## config.mk

```make
export PLATFORM = sky130hd
export DESIGN_NAME = core_pipe5
export DESIGN_NICKNAME = d
export VERILOG_FILES = /design/src/rtl/core_pkg.sv /design/src/rtl/core_regfile.sv /design/src/rtl/core_alu.sv /design/src/rtl/core_decode.sv /design/src/rtl/core_pipe5.sv
export SDC_FILE = /design/constraint.sdc
export NUM_CORES = 2
export LEC_CHECK = 0
export BUFFER_PORTS_ARGS = -buffer_cell sky130_fd_sc_hd__buf_2
export CAP_MARGIN = 20
export CORE_MARGIN = 3
export CORE_UTILIZATION = 60
export CTS_BUF_LIST = sky130_fd_sc_hd__clkbuf_8
export DETAILED_ROUTE_END_ITERATION = 8
export GPL_TIMING_DRIVEN = 1
export PLACE_DENSITY_LB_ADDON = 0.08
export SYNTH_ARGS = -nofsm -noshare
export SYNTH_HDL_FRONTEND = slang
export SYNTH_SLANG_ARGS = --single-unit
```

## constraint.sdc

```tcl
create_clock -name clk -period 14.2 [get_ports clk]
set_input_delay 2.84 -clock clk [delete_from_list [all_inputs] [get_ports clk]]
set_output_delay 2.84 -clock clk [all_outputs]
set_load 0.1 [all_outputs]
```

## src/rtl/core_pkg.sv

```systemverilog
package core_pkg;
  localparam int ILEN = 32;
  localparam int NREG = 32;
  localparam int RIDX = $clog2(NREG);

  typedef enum logic [4:0] {
    OP_NOP = 5'd0, OP_ADD = 5'd1, OP_SUB = 5'd2, OP_AND = 5'd3, OP_OR = 5'd4,
    OP_XOR = 5'd5, OP_ADDI = 5'd6, OP_ANDI = 5'd7, OP_ORI = 5'd8,
    OP_LD = 5'd9, OP_LDR = 5'd10, OP_ST = 5'd11, OP_STR = 5'd12, OP_BR = 5'd13
  } op_e;

  typedef enum logic [2:0] {
    CC_NEVER = 3'd0, CC_ALWAYS = 3'd1, CC_ZERO = 3'd2,
    CC_NZ = 3'd3, CC_GE = 3'd4, CC_LT = 3'd5
  } cc_e;

  function automatic logic is_load(logic [4:0] op);
    return (op == OP_LD) || (op == OP_LDR);
  endfunction

  function automatic logic is_store(logic [4:0] op);
    return (op == OP_ST) || (op == OP_STR);
  endfunction

  function automatic logic writes_reg(logic [4:0] op);
    return ((op >= OP_ADD) && (op <= OP_ORI)) || is_load(op);
  endfunction
endpackage

```

## src/rtl/core_regfile.sv

```systemverilog
module core_regfile
  import core_pkg::*;
#(
  parameter int XLEN = 32
) (
  input  logic            clk,
  input  logic            rst,
  input  logic            we,
  input  logic [RIDX-1:0] waddr,
  input  logic [XLEN-1:0] wdata,
  input  logic [RIDX-1:0] ra_b,
  input  logic [RIDX-1:0] ra_c,
  input  logic [RIDX-1:0] ra_a,
  input  logic [RIDX-1:0] ra_dbg,
  output logic [XLEN-1:0] rd_b,
  output logic [XLEN-1:0] rd_c,
  output logic [XLEN-1:0] rd_a,
  output logic [XLEN-1:0] rd_dbg
);
  logic [XLEN-1:0] regs [NREG];

  always_ff @(posedge clk) begin
    if (rst) begin
      for (int i = 0; i < NREG; i++) regs[i] <= '0;
    end else if (we) begin
      regs[waddr] <= wdata;
    end
  end

  assign rd_b   = regs[ra_b];
  assign rd_c   = regs[ra_c];
  assign rd_a   = regs[ra_a];
  assign rd_dbg = regs[ra_dbg];

  // a write lands and is visible on the next cycle
  assert_write_visible_R10: assert property (@(posedge clk) disable iff (rst)
    we |=> regs[$past(waddr)] == $past(wdata));
endmodule

```

## src/rtl/core_alu.sv

```systemverilog
module core_alu
  import core_pkg::*;
#(
  parameter int XLEN = 32
) (
  input  logic [4:0]      op,
  input  logic [XLEN-1:0] a,
  input  logic [XLEN-1:0] b,
  output logic [XLEN-1:0] y
);
  always_comb begin
    case (op)
      OP_ADD, OP_ADDI, OP_LD, OP_LDR, OP_ST, OP_STR: y = a + b;
      OP_SUB:           y = a - b;
      OP_AND, OP_ANDI:  y = a & b;
      OP_OR, OP_ORI:    y = a | b;
      OP_XOR:           y = a ^ b;
      default:          y = '0;
    endcase
  end
endmodule

```

## src/rtl/core_decode.sv

```systemverilog
module core_decode
  import core_pkg::*;
#(
  parameter int XLEN = 32
) (
  input  logic [ILEN-1:0] instr,
  input  logic [XLEN-1:0] pc_next,
  input  logic [XLEN-1:0] val_b,
  input  logic [XLEN-1:0] val_c,
  input  logic [XLEN-1:0] val_a,
  output logic [4:0]      op,
  output logic [RIDX-1:0] idx_a,
  output logic [RIDX-1:0] idx_b,
  output logic [RIDX-1:0] idx_c,
  output logic [XLEN-1:0] opnd_x,
  output logic [XLEN-1:0] opnd_y,
  output logic [XLEN-1:0] st_val,
  output logic            take,
  output logic [XLEN-1:0] target
);
  localparam int K17 = 17;
  localparam int K22 = 22;

  logic [XLEN-1:0] k17s, k22s;
  logic [2:0]      cc;
  logic            cc_pass;

  assign op    = instr[31:27];
  assign idx_a = instr[26:22];
  assign idx_b = instr[21:17];
  assign idx_c = instr[16:12];
  assign cc    = instr[2:0];
  assign k17s  = {{(XLEN-K17){instr[K17-1]}}, instr[K17-1:0]};
  assign k22s  = {{(XLEN-K22){instr[K22-1]}}, instr[K22-1:0]};

  always_comb begin
    opnd_x = val_b;
    opnd_y = '0;
    case (op)
      OP_ADD, OP_SUB, OP_AND, OP_OR, OP_XOR: opnd_y = val_c;
      OP_ADDI, OP_ANDI, OP_ORI:              opnd_y = k17s;
      OP_LD, OP_ST: begin
        opnd_x = (idx_b == '0) ? '0 : val_b;
        opnd_y = k17s;
      end
      OP_LDR, OP_STR: begin
        opnd_x = pc_next;
        opnd_y = k22s;
      end
      default: opnd_y = '0;
    endcase
  end

  always_comb begin
    case (cc)
      CC_ALWAYS: cc_pass = 1'b1;
      CC_ZERO:   cc_pass = (val_c == '0);
      CC_NZ:     cc_pass = (val_c != '0);
      CC_GE:     cc_pass = !val_c[XLEN-1];
      CC_LT:     cc_pass = val_c[XLEN-1];
      default:   cc_pass = 1'b0;
    endcase
  end

  assign take   = (op == OP_BR) && cc_pass;
  assign target = val_b;
  assign st_val = val_a;

  // a redirect never comes from a never-code
  always_comb begin
    if (take) begin
      assert_taken_code_R8: assert (instr[2:0] != 3'd0 && instr[2:0] < 3'd6);
    end
  end
endmodule

```

## src/rtl/core_pipe5.sv

```systemverilog
module core_pipe5
  import core_pkg::*;
#(
  parameter int XLEN = 32
) (
  input  logic            clk,
  input  logic            rst,
  output logic [XLEN-1:0] imem_addr,
  input  logic [ILEN-1:0] imem_data,
  output logic            dmem_rd,
  output logic            dmem_wr,
  output logic [XLEN-1:0] dmem_addr,
  output logic [XLEN-1:0] dmem_wdata,
  input  logic [XLEN-1:0] dmem_rdata,
  input  logic [RIDX-1:0] dbg_sel,
  output logic [XLEN-1:0] dbg_val
);
  localparam logic [XLEN-1:0] STEP = XLEN'(4);

  // fetch -> decode
  logic [XLEN-1:0] pc, fe_pcn;
  logic [ILEN-1:0] fe_instr;
  // decode -> alu
  logic [XLEN-1:0] dc_x, dc_y, dc_st;
  logic [4:0]      dc_op;
  logic [RIDX-1:0] dc_ra;
  // alu -> memory
  logic [XLEN-1:0] ex_res, ex_st;
  logic [4:0]      ex_op;
  logic [RIDX-1:0] ex_ra;
  // memory -> write
  logic [XLEN-1:0] mm_res;
  logic [4:0]      mm_op;
  logic [RIDX-1:0] mm_ra;

  logic [4:0]      d_op;
  logic [RIDX-1:0] d_ia, d_ib, d_ic;
  logic [XLEN-1:0] d_x, d_y, d_st, d_tgt, v_a, v_b, v_c, alu_y;
  logic            d_take, rf_we;

  core_decode #(.XLEN(XLEN)) u_dec (
    .instr(fe_instr), .pc_next(fe_pcn), .val_b(v_b), .val_c(v_c), .val_a(v_a),
    .op(d_op), .idx_a(d_ia), .idx_b(d_ib), .idx_c(d_ic),
    .opnd_x(d_x), .opnd_y(d_y), .st_val(d_st), .take(d_take), .target(d_tgt)
  );

  core_alu #(.XLEN(XLEN)) u_alu (.op(dc_op), .a(dc_x), .b(dc_y), .y(alu_y));

  assign rf_we = writes_reg(mm_op);

  core_regfile #(.XLEN(XLEN)) u_rf (
    .clk(clk), .rst(rst), .we(rf_we), .waddr(mm_ra), .wdata(mm_res),
    .ra_b(d_ib), .ra_c(d_ic), .ra_a(d_ia), .ra_dbg(dbg_sel),
    .rd_b(v_b), .rd_c(v_c), .rd_a(v_a), .rd_dbg(dbg_val)
  );

  always_ff @(posedge clk) begin
    if (rst) begin
      pc <= '0; fe_pcn <= '0; fe_instr <= '0;
      dc_x <= '0; dc_y <= '0; dc_st <= '0; dc_op <= OP_NOP; dc_ra <= '0;
      ex_res <= '0; ex_st <= '0; ex_op <= OP_NOP; ex_ra <= '0;
      mm_res <= '0; mm_op <= OP_NOP; mm_ra <= '0;
    end else begin
      pc       <= d_take ? d_tgt : pc + STEP;
      fe_instr <= imem_data;
      fe_pcn   <= pc + STEP;
      dc_x     <= d_x;
      dc_y     <= d_y;
      dc_st    <= d_st;
      dc_op    <= d_op;
      dc_ra    <= d_ia;
      ex_res   <= alu_y;
      ex_st    <= dc_st;
      ex_op    <= dc_op;
      ex_ra    <= dc_ra;
      mm_res   <= is_load(ex_op) ? dmem_rdata : ex_res;
      mm_op    <= ex_op;
      mm_ra    <= ex_ra;
    end
  end

  assign imem_addr  = pc;
  assign dmem_rd    = is_load(ex_op);
  assign dmem_wr    = is_store(ex_op);
  assign dmem_addr  = ex_res;
  assign dmem_wdata = ex_st;

  // fetch starts at address zero after reset
  assert_reset_pc_R1: assert property (@(posedge clk) disable iff (rst)
    $past(rst) |-> imem_addr == '0);
  // without a redirect the fetch address steps by one word
  assert_pc_step_R8: assert property (@(posedge clk) disable iff (rst)
    (!$past(rst) && !$past(d_take)) |-> imem_addr == $past(imem_addr) + STEP);
  // a store reaching write-back writes no register
  assert_store_no_write_R6: assert property (@(posedge clk) disable iff (rst)
    dmem_wr |=> !rf_we);
endmodule

```

==> results.toml <==
[placement]
placed_area_sq_mm = 0.0866
dp_slack_ns = 5.14
dpl.hpwl_um = 193000
numPortBuffers = 200
gp_congestion = 0.973

[global_routing]
grt_max_degree = 98
grt_pass1_vias = 59221
grt_first_pass_wirelength_um = 454000
antenna_found_initial = 45
gr-usage-all-layers_pct = 45.0
overflow = 0

[layout]
seqCellArea_sq_mm = 0.0372
multiInputGateArea_sq_mm = 0.0445
fin_area_sq_mm = 0.0915
fillers = 10091
syn2layout_area_growth_pct = 8.90
drive_gt1_share_pct = 32.2
nets = 6179

[synth]
synth_top_area_share_pct = 36.6
synth_fp_nets = 6203
synth_most_common_cell = "mux4_2"
syn_inst = 6034
syn_area_per_cell_sq_um = 13.9
synth_seq_area_share_pct = 44.2
synth_edf_count = 1024
ys_top_cells_by_count = "1,075 x mux4_2, 1,033 x and2_1, 1,024 x edfxtp_1"
async_flop_share_pct = 0
synthTopCellsByArea = "edfxtp_1 37%, mux4_2 29%, and2_1 7.7%"
ys_ff_latch = 1342
ys.flop_type = "edfxtp_1"
yosysUniqueCellTypes = 68
syn-cell-area_sq_mm = 0.0840
yosys_warnings = 0
yosysTopAreaCell = "edfxtp_1"

[setup_path]
required_ns = 11.36
crit_arrival_ns = 6.21
cp-start-kind = "input port"
endpoint_kind = "output port"
cp_max_fo = 63
worstSetupPathType = "in2out"

[routing]
drtPass1Iterations = 8
route.detailed.drc = 0
wl_per_cell_um = 40.4
dr_total_vias = 61797
ant_nets = 0
wirelength_um = 327000
vias_per_cell = 7.64
drtIter0Drc = 11377

[outcome]
status = "completed"

[clocking]
htree_levels = 4
root_buffer = "clkbuf_8"
cts_tree = "done"
cts_buffer_depth = 3
cts_buffers = 220
post_cts_buffers = 0
insertion_delay_ns = 1.00
cts.clk_slew.worst_paths_ns = 0.06
cts_resized = 0
holdBufCountCts = 0
cts.sinks = 1342

[timing]
fin_crit_ns = 9.05
fmax_mhz = 110
totalNegativeSetupSlack_ns = 0
slew_violations = 0
setup_violations = 0
maxSlewHeadroom_pct = 11.1
timing.final.crit_share_pct = 63.7
finClkSkew_ns = 0.0459
finalHoldViolCount = 0
worst_slack_ns = 5.15
holdWs_ns = 0.431
rsz0062_at_grt = "false"
tightest_slew_ns = 1.33

[pwr]
leakage_nw = 32.3
p_per_area_mw_per_mm2 = 110
vdd.ir_drop.worst_mv = 0.119
total_power_w = 0.0101

[die]
initial_core_util_pct = 60.8
die_w_um = 380
die_h_um = 380
boundaryPins = 201
fp.coreArea_sq_mm = 0.138
rows = 136
die-area_sq_mm = 0.145

[min_path]
min_path_type = "reg2reg"

[run]
cap_violations = 0
## worst max-delay path: stages
cell and delay (ns):
buf_8 0.55, buf_4 0.78, mux4_2 0.60, mux4_2 0.55
mux2_2 0.39, buf_2 0.33
## cells in the final DEF (no fill, tap or decap), types with 161 or more instances in the layout
cell type | netlist | final
nand2_1 | 162 | 161
buf_2 | 52 | 195
mux4_2 | 1075 | 1075
a22oi_1 | 194 | 194
and2_1 | 1033 | 1032
nor2_1 | 233 | 198
mux2i_1 | 249 | 249
clkbuf_8 | 0 | 259
edfxtp_1 | 1024 | 1024
dfxtp_1 | 318 | 305
## final cells by class
class / count / share of cell area [%]
diodes: 28 / 0.0766
inverters: 82 / 0.336
clock buffers: 259 / 3.90
flip-flops and latches: 1342 / 40.6
multi-input cells: 3993 / 48.6
well taps: 1863 / 2.55
repair buffers: 371 / 2.70
clock inverters: 152 / 1.21
## cell families (layout without fill, tap and decap cells)
family                   Yosys count  after routing  synth area share (%)
multiplexers                    1436           1436                  33.4
AND/OR/NAND/NOR                 1804           1804                  12.2
buffers and inverters            699            864                  3.29
other                              0             28                     0
XOR/XNOR                          76             76                 0.792
flip-flops                      1342           1342                  44.2
adder cells (fa/ha/maj)           98             98                  1.47
AO/OA/AOI/OAI                    579            579                  4.69
## registers in the layout, indices dropped and copies added, names as in the netlist, 32 cells and up
name	cells
dc_st	32
imem_addr	32
fe_pcn	32
dmem_addr	32
dc_x	32
mm_res	32
dc_y	32
dmem_wdata	32
fe_instr	32
u_rf.regs	1024
## worst paths after layout
kind | from | endpoint | slack [ns] | cells after the start
setup / recovery | dbg_sel[0] | dbg_val[20] | 5.15 | 6
setup reg to reg | fe_instr[13]$_SDFF_PP0_ | imem_addr[4]$_SDFF_PP0_ | 7.37 | 13
hold / removal | dc_ra[0]$_SDFF_PP0_ | ex_ra[0]$_SDFF_PP0_ | 0.43 | 1
hold reg to reg | dc_ra[0]$_SDFF_PP0_ | ex_ra[0]$_SDFF_PP0_ | 0.43 | 1
## through the flow
stage,cells,util (%)
after floorplan,6034,-
after CTS,8051,66.0
after global routing,8067,66.2
after global placement,7637,62.6
final,8090,66.2
after detailed placement,7640,62.7
## layer usage
metal / part of all wire (%) / global-route usage [%] / up-vias / wire [um]
li1: - / - / 23583 / -
met1: 31 / 54.5 / 30719 / 103000
met2: 43 / 64.6 / 6004 / 140000
met3: 17 / 19.4 / 1467 / 54800
met4: 9.0 / 32.6 / 24 / 29300
met5: 0.050 / 0 / - / 164
## power breakdown
part	internal (W)	switching (W)	leakage (nW)
registers	0.00436	0.000192	13.2
clock network	0.00195	0.00170	2.61
logic	0.000722	0.00115	16.5
No activity file was read; power rests on OpenSTA's default activity.
